### config.mk
export PLATFORM = sky130hd
export DESIGN_NAME = retro_addr_decode
export DESIGN_NICKNAME = d
export VERILOG_FILES = /design/src/rtl/rad_pkg.sv /design/src/rtl/rad_bank_port.sv /design/src/rtl/rad_region_map.sv /design/src/rtl/rad_io_window.sv /design/src/rtl/retro_addr_decode.sv
export SDC_FILE = /design/constraint.sdc
export NUM_CORES = 1
export LEC_CHECK = 0
export BUFFER_PORTS_ARGS = -buffer_cell sky130_fd_sc_hd__buf_4
export CORE_ASPECT_RATIO = 1.2
export CORE_MARGIN = 3
export CORE_UTILIZATION = 46
export DETAILED_ROUTE_END_ITERATION = 10
export PLACE_DENSITY = 0.9
export SLEW_MARGIN = 20
export SYNTH_ARGS = -nofsm -noshare
export SYNTH_HDL_FRONTEND = slang
export SYNTH_SLANG_ARGS = --single-unit
export TNS_END_PERCENT = 1
### constraint.sdc
create_clock -name clk -period 3.6 [get_ports clk]
set_clock_uncertainty 0.2 [all_clocks]
set_input_delay 0.54 -clock clk [delete_from_list [all_inputs] [get_ports clk]]
set_output_delay 0.54 -clock clk [all_outputs]
set_load 0.005 [all_outputs]
### src/rtl/rad_pkg.sv
package rad_pkg;

  localparam int unsigned NUM_TGT = 11;

  typedef enum int unsigned {
    T_RAM    = 0,
    T_PORT   = 1,
    T_BASIC  = 2,
    T_KERNAL = 3,
    T_CHAR   = 4,
    T_VIDEO  = 5,
    T_SOUND  = 6,
    T_COLOR  = 7,
    T_PIA1   = 8,
    T_PIA2   = 9,
    T_EXPIO  = 10
  } tgt_e;

  // MSB first: loram is bit 2, hiram bit 1, charen bit 0
  typedef struct packed {
    logic loram;
    logic hiram;
    logic charen;
  } bank_t;

  // an input pin counts as pulled high
  function automatic bank_t bank_from_port(input logic [2:0] dir, input logic [2:0] dat);
    logic [2:0] eff;
    eff = dat | ~dir;
    return '{loram: eff[0], hiram: eff[1], charen: eff[2]};
  endfunction

  function automatic logic [7:0] port_mix(input logic [7:0] dir, input logic [7:0] dat,
                                          input logic [7:0] pins);
    return (dat & dir) | (pins & ~dir);
  endfunction

  // device inside the 0xD000 page, from address bits 11:8
  function automatic tgt_e io_target(input logic [3:0] page_lo);
    tgt_e t;
    case (page_lo[3:2])
      2'b00:   t = T_VIDEO;
      2'b01:   t = T_SOUND;
      2'b10:   t = T_COLOR;
      default: begin
        case (page_lo[1:0])
          2'b00:   t = T_PIA1;
          2'b01:   t = T_PIA2;
          default: t = T_EXPIO;
        endcase
      end
    endcase
    return t;
  endfunction

endpackage

### src/rtl/rad_bank_port.sv
module rad_bank_port
  import rad_pkg::*;
#(
  parameter logic [7:0] DIR_RST = 8'hEF,
  parameter logic [7:0] DAT_RST = 8'h37
) (
  input  logic       clk,
  input  logic       rst_n,
  input  logic       wr_en,
  input  logic       wr_dat,
  input  logic [7:0] wdata,
  input  logic [7:0] pin_in,
  input  logic       rd_dat,
  output logic [7:0] rd_byte,
  output bank_t      bank
);

  logic [7:0] dir_q;
  logic [7:0] dat_q;

  always_ff @(posedge clk) begin
    if (!rst_n) begin
      dir_q <= DIR_RST;
      dat_q <= DAT_RST;
    end else if (wr_en) begin
      if (wr_dat) dat_q <= wdata;
      else        dir_q <= wdata;
    end
  end

  assign rd_byte = rd_dat ? port_mix(dir_q, dat_q, pin_in) : dir_q;
  assign bank    = bank_from_port(dir_q[2:0], dat_q[2:0]);

endmodule

### src/rtl/rad_region_map.sv
module rad_region_map
  import rad_pkg::*;
#(
  parameter int unsigned AW = 16
) (
  input  logic               valid,
  input  logic               rd,
  input  logic [AW-1:0]      addr,
  input  bank_t              bank,
  output logic [NUM_TGT-1:0] sel
);

  localparam logic [3:0] NIB_BASIC_LO = 4'hA;
  localparam logic [3:0] NIB_BASIC_HI = 4'hB;
  localparam logic [3:0] NIB_IO       = 4'hD;
  localparam logic [3:0] NIB_KERN_LO  = 4'hE;
  localparam logic [3:0] NIB_KERN_HI  = 4'hF;

  tgt_e tgt;
  logic rom_map_on;

  assign rom_map_on = bank.loram | bank.hiram;

  always_comb begin
    tgt = T_RAM;
    if (addr < AW'(2)) begin
      tgt = T_PORT;
    end else begin
      case (addr[AW-1 -: 4])
        NIB_BASIC_LO, NIB_BASIC_HI: if (rd && bank.loram) tgt = T_BASIC;
        NIB_KERN_LO,  NIB_KERN_HI:  if (rd && bank.hiram) tgt = T_KERNAL;
        NIB_IO: begin
          if (rom_map_on) begin
            if (bank.charen) tgt = io_target(addr[AW-5 -: 4]);
            else if (rd)     tgt = T_CHAR;
          end
        end
        default: tgt = T_RAM;
      endcase
    end
  end

  assign sel = valid ? (NUM_TGT'(1) << tgt) : '0;

endmodule

### src/rtl/rad_io_window.sv
module rad_io_window #(
  parameter int unsigned VID_REGS  = 64,
  parameter int unsigned VID_LIVE  = 47,
  parameter int unsigned SND_REGS  = 32,
  parameter int unsigned PIA_REGS  = 16,
  parameter int unsigned COL_DEPTH = 1024,
  parameter int unsigned EXP_SPAN  = 512,
  localparam int unsigned OFF_W    = $clog2(COL_DEPTH)
) (
  input  logic             valid,
  input  logic             rd,
  input  logic [OFF_W-1:0] addr_lo,
  input  logic             sel_video,
  input  logic             sel_sound,
  input  logic             sel_color,
  input  logic             sel_pia1,
  input  logic             sel_pia2,
  input  logic             sel_exp,
  output logic [OFF_W-1:0] reg_offset,
  output logic             vid_dead,
  output logic             dev_we,
  output logic             const_ff,
  output logic             nib_only
);

  localparam int unsigned VID_AW = $clog2(VID_REGS);
  localparam int unsigned SND_AW = $clog2(SND_REGS);
  localparam int unsigned PIA_AW = $clog2(PIA_REGS);
  localparam int unsigned EXP_AW = $clog2(EXP_SPAN);

  logic [OFF_W-1:0] off_vid, off_snd, off_pia, off_exp;

  assign off_vid = OFF_W'(addr_lo[VID_AW-1:0]);
  assign off_snd = OFF_W'(addr_lo[SND_AW-1:0]);
  assign off_pia = OFF_W'(addr_lo[PIA_AW-1:0]);
  assign off_exp = OFF_W'(addr_lo[EXP_AW-1:0]);

  always_comb begin
    reg_offset = '0;
    if (sel_video)             reg_offset = off_vid;
    if (sel_sound)             reg_offset = off_snd;
    if (sel_color)             reg_offset = addr_lo;
    if (sel_pia1 || sel_pia2)  reg_offset = off_pia;
    if (sel_exp)               reg_offset = off_exp;
  end

  assign vid_dead = sel_video && (off_vid >= OFF_W'(VID_LIVE));
  assign dev_we   = valid && !rd && !vid_dead;
  assign const_ff = rd && vid_dead;
  assign nib_only = rd && sel_color;

endmodule

### src/rtl/retro_addr_decode.sv
module retro_addr_decode
  import rad_pkg::*;
#(
  parameter logic [7:0]  DIR_RST   = 8'hEF,
  parameter logic [7:0]  DAT_RST   = 8'h37,
  parameter int unsigned VID_REGS  = 64,
  parameter int unsigned VID_LIVE  = 47,
  parameter int unsigned SND_REGS  = 32,
  parameter int unsigned PIA_REGS  = 16,
  parameter int unsigned COL_DEPTH = 1024,
  parameter int unsigned EXP_SPAN  = 512,
  localparam int unsigned AW       = 16,
  localparam int unsigned OFF_W    = $clog2(COL_DEPTH)
) (
  input  logic               clk,
  input  logic               rst_n,
  input  logic               bus_valid,
  input  logic               cpu_rw,
  input  logic [AW-1:0]      cpu_addr,
  input  logic [7:0]         cpu_wdata,
  input  logic [7:0]         port_pin_in,
  output logic [NUM_TGT-1:0] cs,
  output logic [OFF_W-1:0]   reg_offset,
  output logic               dev_we,
  output logic               const_ff,
  output logic               nib_only,
  output logic [7:0]         port_rdata
);

  // named internal events, watched by the bound checker
  bank_t      bank_eff;
  logic       port_wr;
  logic       port_rd;
  logic       vid_dead;
  logic [7:0] port_byte;

  assign port_wr = bus_valid && !cpu_rw && cs[T_PORT];
  assign port_rd = bus_valid &&  cpu_rw && cs[T_PORT];

  rad_bank_port #(
    .DIR_RST (DIR_RST),
    .DAT_RST (DAT_RST)
  ) u_port (
    .clk     (clk),
    .rst_n   (rst_n),
    .wr_en   (port_wr),
    .wr_dat  (cpu_addr[0]),
    .wdata   (cpu_wdata),
    .pin_in  (port_pin_in),
    .rd_dat  (cpu_addr[0]),
    .rd_byte (port_byte),
    .bank    (bank_eff)
  );

  rad_region_map #(
    .AW (AW)
  ) u_map (
    .valid (bus_valid),
    .rd    (cpu_rw),
    .addr  (cpu_addr),
    .bank  (bank_eff),
    .sel   (cs)
  );

  rad_io_window #(
    .VID_REGS  (VID_REGS),
    .VID_LIVE  (VID_LIVE),
    .SND_REGS  (SND_REGS),
    .PIA_REGS  (PIA_REGS),
    .COL_DEPTH (COL_DEPTH),
    .EXP_SPAN  (EXP_SPAN)
  ) u_win (
    .valid      (bus_valid),
    .rd         (cpu_rw),
    .addr_lo    (cpu_addr[OFF_W-1:0]),
    .sel_video  (cs[T_VIDEO]),
    .sel_sound  (cs[T_SOUND]),
    .sel_color  (cs[T_COLOR]),
    .sel_pia1   (cs[T_PIA1]),
    .sel_pia2   (cs[T_PIA2]),
    .sel_exp    (cs[T_EXPIO]),
    .reg_offset (reg_offset),
    .vid_dead   (vid_dead),
    .dev_we     (dev_we),
    .const_ff   (const_ff),
    .nib_only   (nib_only)
  );

  assign port_rdata = port_rd ? port_byte : 8'h00;

endmodule

==> results.toml <==
[placement]
dp_slack_ns = 0.143
place_congestion = 0.843
dpl_cell_area_um2 = 1830
numPortBuffers = 67
placed_cells = 260
place.detailed.hpwl_mm = 2.74

[grt]
grt_pass1_wl_mm = 5.83
grt_pass1_vias = 1368
track_usage = 0.191
grt_max_degree = 29
antenna_found_initial = 0
gr-total-overflow = 0

[floorplanning]
core_um2 = 2680
dieArea_um2 = 3640
rows = 20
start_util = 0.506
die_x_um = 55.5
ios = 68
dieHeight_um = 65.5

[critical_path]
cp.arrival_ns = 2.74
worst-setup-path-type = "input pin to output pin"
r2r_end = "u_port.dat_q[0]"
critical_path.startpoint_type = "input pin"
ff2ff_path_depth = 2
r2r-start = "u_port.dat_q[0]"
r2r_slack_ns = 2.67
cp_max_fo = 8
endpoint_kind = "output pin"
required_ns = 2.86

[drt]
vias = 1448
wl_per_cell_um = 13.0
ant_nets = 0
drtIter0Drc = 37
vias_per_cell = 5.51
route.detailed.drc = 0
postRouteWirelength_mm = 3.43
first_pass_iters = 4

[timing]
slew_violations = 0
slew_headroom = 0.620
tns_ns = 0
finalHoldViolations = 0
fin_ws_ns = 0.123
min_period_over_period = 0.966
min_period_ns = 3.48
setup_viol = 0
worst_pin_slew_ns = 0.569
rsz0062_at_grt = "false"
max_freq_mhz = 288

[worst_hold_path]
hp-start = "u_port.dat_q[3]"
min_to = "u_port.dat_q[3]"
min_path_cells = 2
hold_class = "flip-flop to flip-flop"

[layout]
stdcell_area_um2 = 1850
instances_no_fill = 263
drive_gt1_frac = 0.404
diodes = 0
syn_to_final_growth_pct = 36.8
fin_nets = 271

[synth]
ys_ff_latch = 16
synth-edff-count = 0
syn_inst = 171
yosys-top-cells-count = "19 x a21oi_1, 16 x dfxtp_1, 14 x inv_1"
synth.top_cell.area_share = 0.236
synth_area_leader_cell = "dfxtp_1"
synthFlopType = "dfxtp_1"
yosysMostFrequentCell = "a21oi_1"
synthTopCellsByArea = "dfxtp_1 24%, nor3b_1 7.2%, a21oi_1 7.0%"
async_flop_share = 0
syn-num-nets = 210
yosysWarnings = 0
synth.distinct_cells = 38
syn-cell-area_um2 = 1360
ys_seq_area_frac = 0.236
postSynthAreaPerCell_um2 = 7.92

[clock_network]
clk_latency_ns = 0.28
h-tree-depth = 1
clockRootBuffer = "clkbuf_4"
cts.path.max_buffers = 2
cts_sinks = 16
post-cts-setup-buffers = 0
cts_resized = 0
hold_buffers = 0
cts_tree = "done"
clk_pin_slew_ns = 0.09
cts_buffers = 3

[pwr]
powerDensity_nw_per_um2 = 192
leakage_nw = 0.831
peakVddDrop_uv = 221

[run_status]
status = "completed"

[flow_run]
maxCapViolCount = 0
## kinds of logic after synthesis
kind of cell | share of synthesized area
adder cells (fa/ha/maj) | 0.0277
AO/OA/AOI/OAI | 0.275
flip-flops | 0.236
AND/OR/NAND/NOR | 0.336
multiplexers | 0.00831
buffers and inverters | 0.116
## report_power, final
part	internal (W)	total (W)	switching [W]
registers	0.000177	0.000177	0.000000000575
logic	0.0000453	0.0000865	0.0000412
clock network	0.0000389	0.0000925	0.0000537
## critical path: stages
cell and delay, ns:
buf_4 0.11, inv_1 0.07, ha_1 0.22, mux2_1 0.32, a211o_1 0.35, or4_1 0.51
buf_4 0.20, a311oi_2 0.25, buf_4 0.15
## final cells by class
class | instances | area, µm²
clock buffer | 3 | 22.5
sequential | 16 | 320
timing repair buffer | 72 | 541
multi-input combinational | 125 | 877
inverter | 14 | 52.6
tap | 33 | 41.3
fill | 223 | 823
## flip-flops by register name, indices dropped and copies added, names as in the netlist
signal / count
u_port.dir_q: 8
u_port.dat_q: 8
## through the flow
step / utilization / hold slack, ns / power [W]
3_5_place_dp: 0.684 / 0.252 / 0.000267
2_1_floorplan: - / 0.236 / 0.000220
3_3_place_gp: 0.684 / 0.245 / 0.000266
6_report: 0.693 / 0.266 / 0.000356
4_1_cts: 0.693 / 0.266 / 0.000358
5_1_grt: 0.693 / 0.293 / 0.000371
## cells in the final DEF (no fill, tap or decap), types with 2 or more instances in the layout
cell type	count
nor2b_1	5
o21ai_0	5
nor3_1	5
a31oi_1	5
and2_1	4
a211oi_2	6
nand2_1	7
nor4_1	5
clkbuf_4	3
inv_1	14
dfxtp_1	16
a311oi_2	5
o21a_1	6
and4_1	2
nor3b_1	13
nor2b_4	2
nand2b_1	2
or4_1	2
nand3_1	6
buf_4	72
nor2_1	11
ha_1	3
a21oi_1	19
## layer usage
| metal | part of all wire | wire, µm | track usage |
|---|---|---|---|
| met1 | 0.40 | 1360 | 0.210 |
| met2 | 0.51 | 1750 | 0.362 |
| met3 | 0.076 | 261 | 0.0373 |
| met4 | 0.017 | 59 | 0.0638 |
| met5 | 0 | 0 | 0 |
## worst max path at each step
stage | from | to | slack [ns] | cells past startpoint
2_1_floorplan | cpu_addr[10] | port_rdata[3] | 0.46 | 7
6_report | cpu_addr[10] | port_rdata[7] | 0.12 | 9
5_1_grt | cpu_addr[10] | port_rdata[5] | 0.03 | 9
3_5_place_dp | cpu_addr[10] | port_rdata[4] | 0.14 | 9
4_1_cts | cpu_addr[10] | port_rdata[4] | 0.13 | 9
3_3_place_gp | cpu_addr[10] | port_rdata[6] | 0.16 | 9
Note: power is estimated with default switching activity, not from simulation.
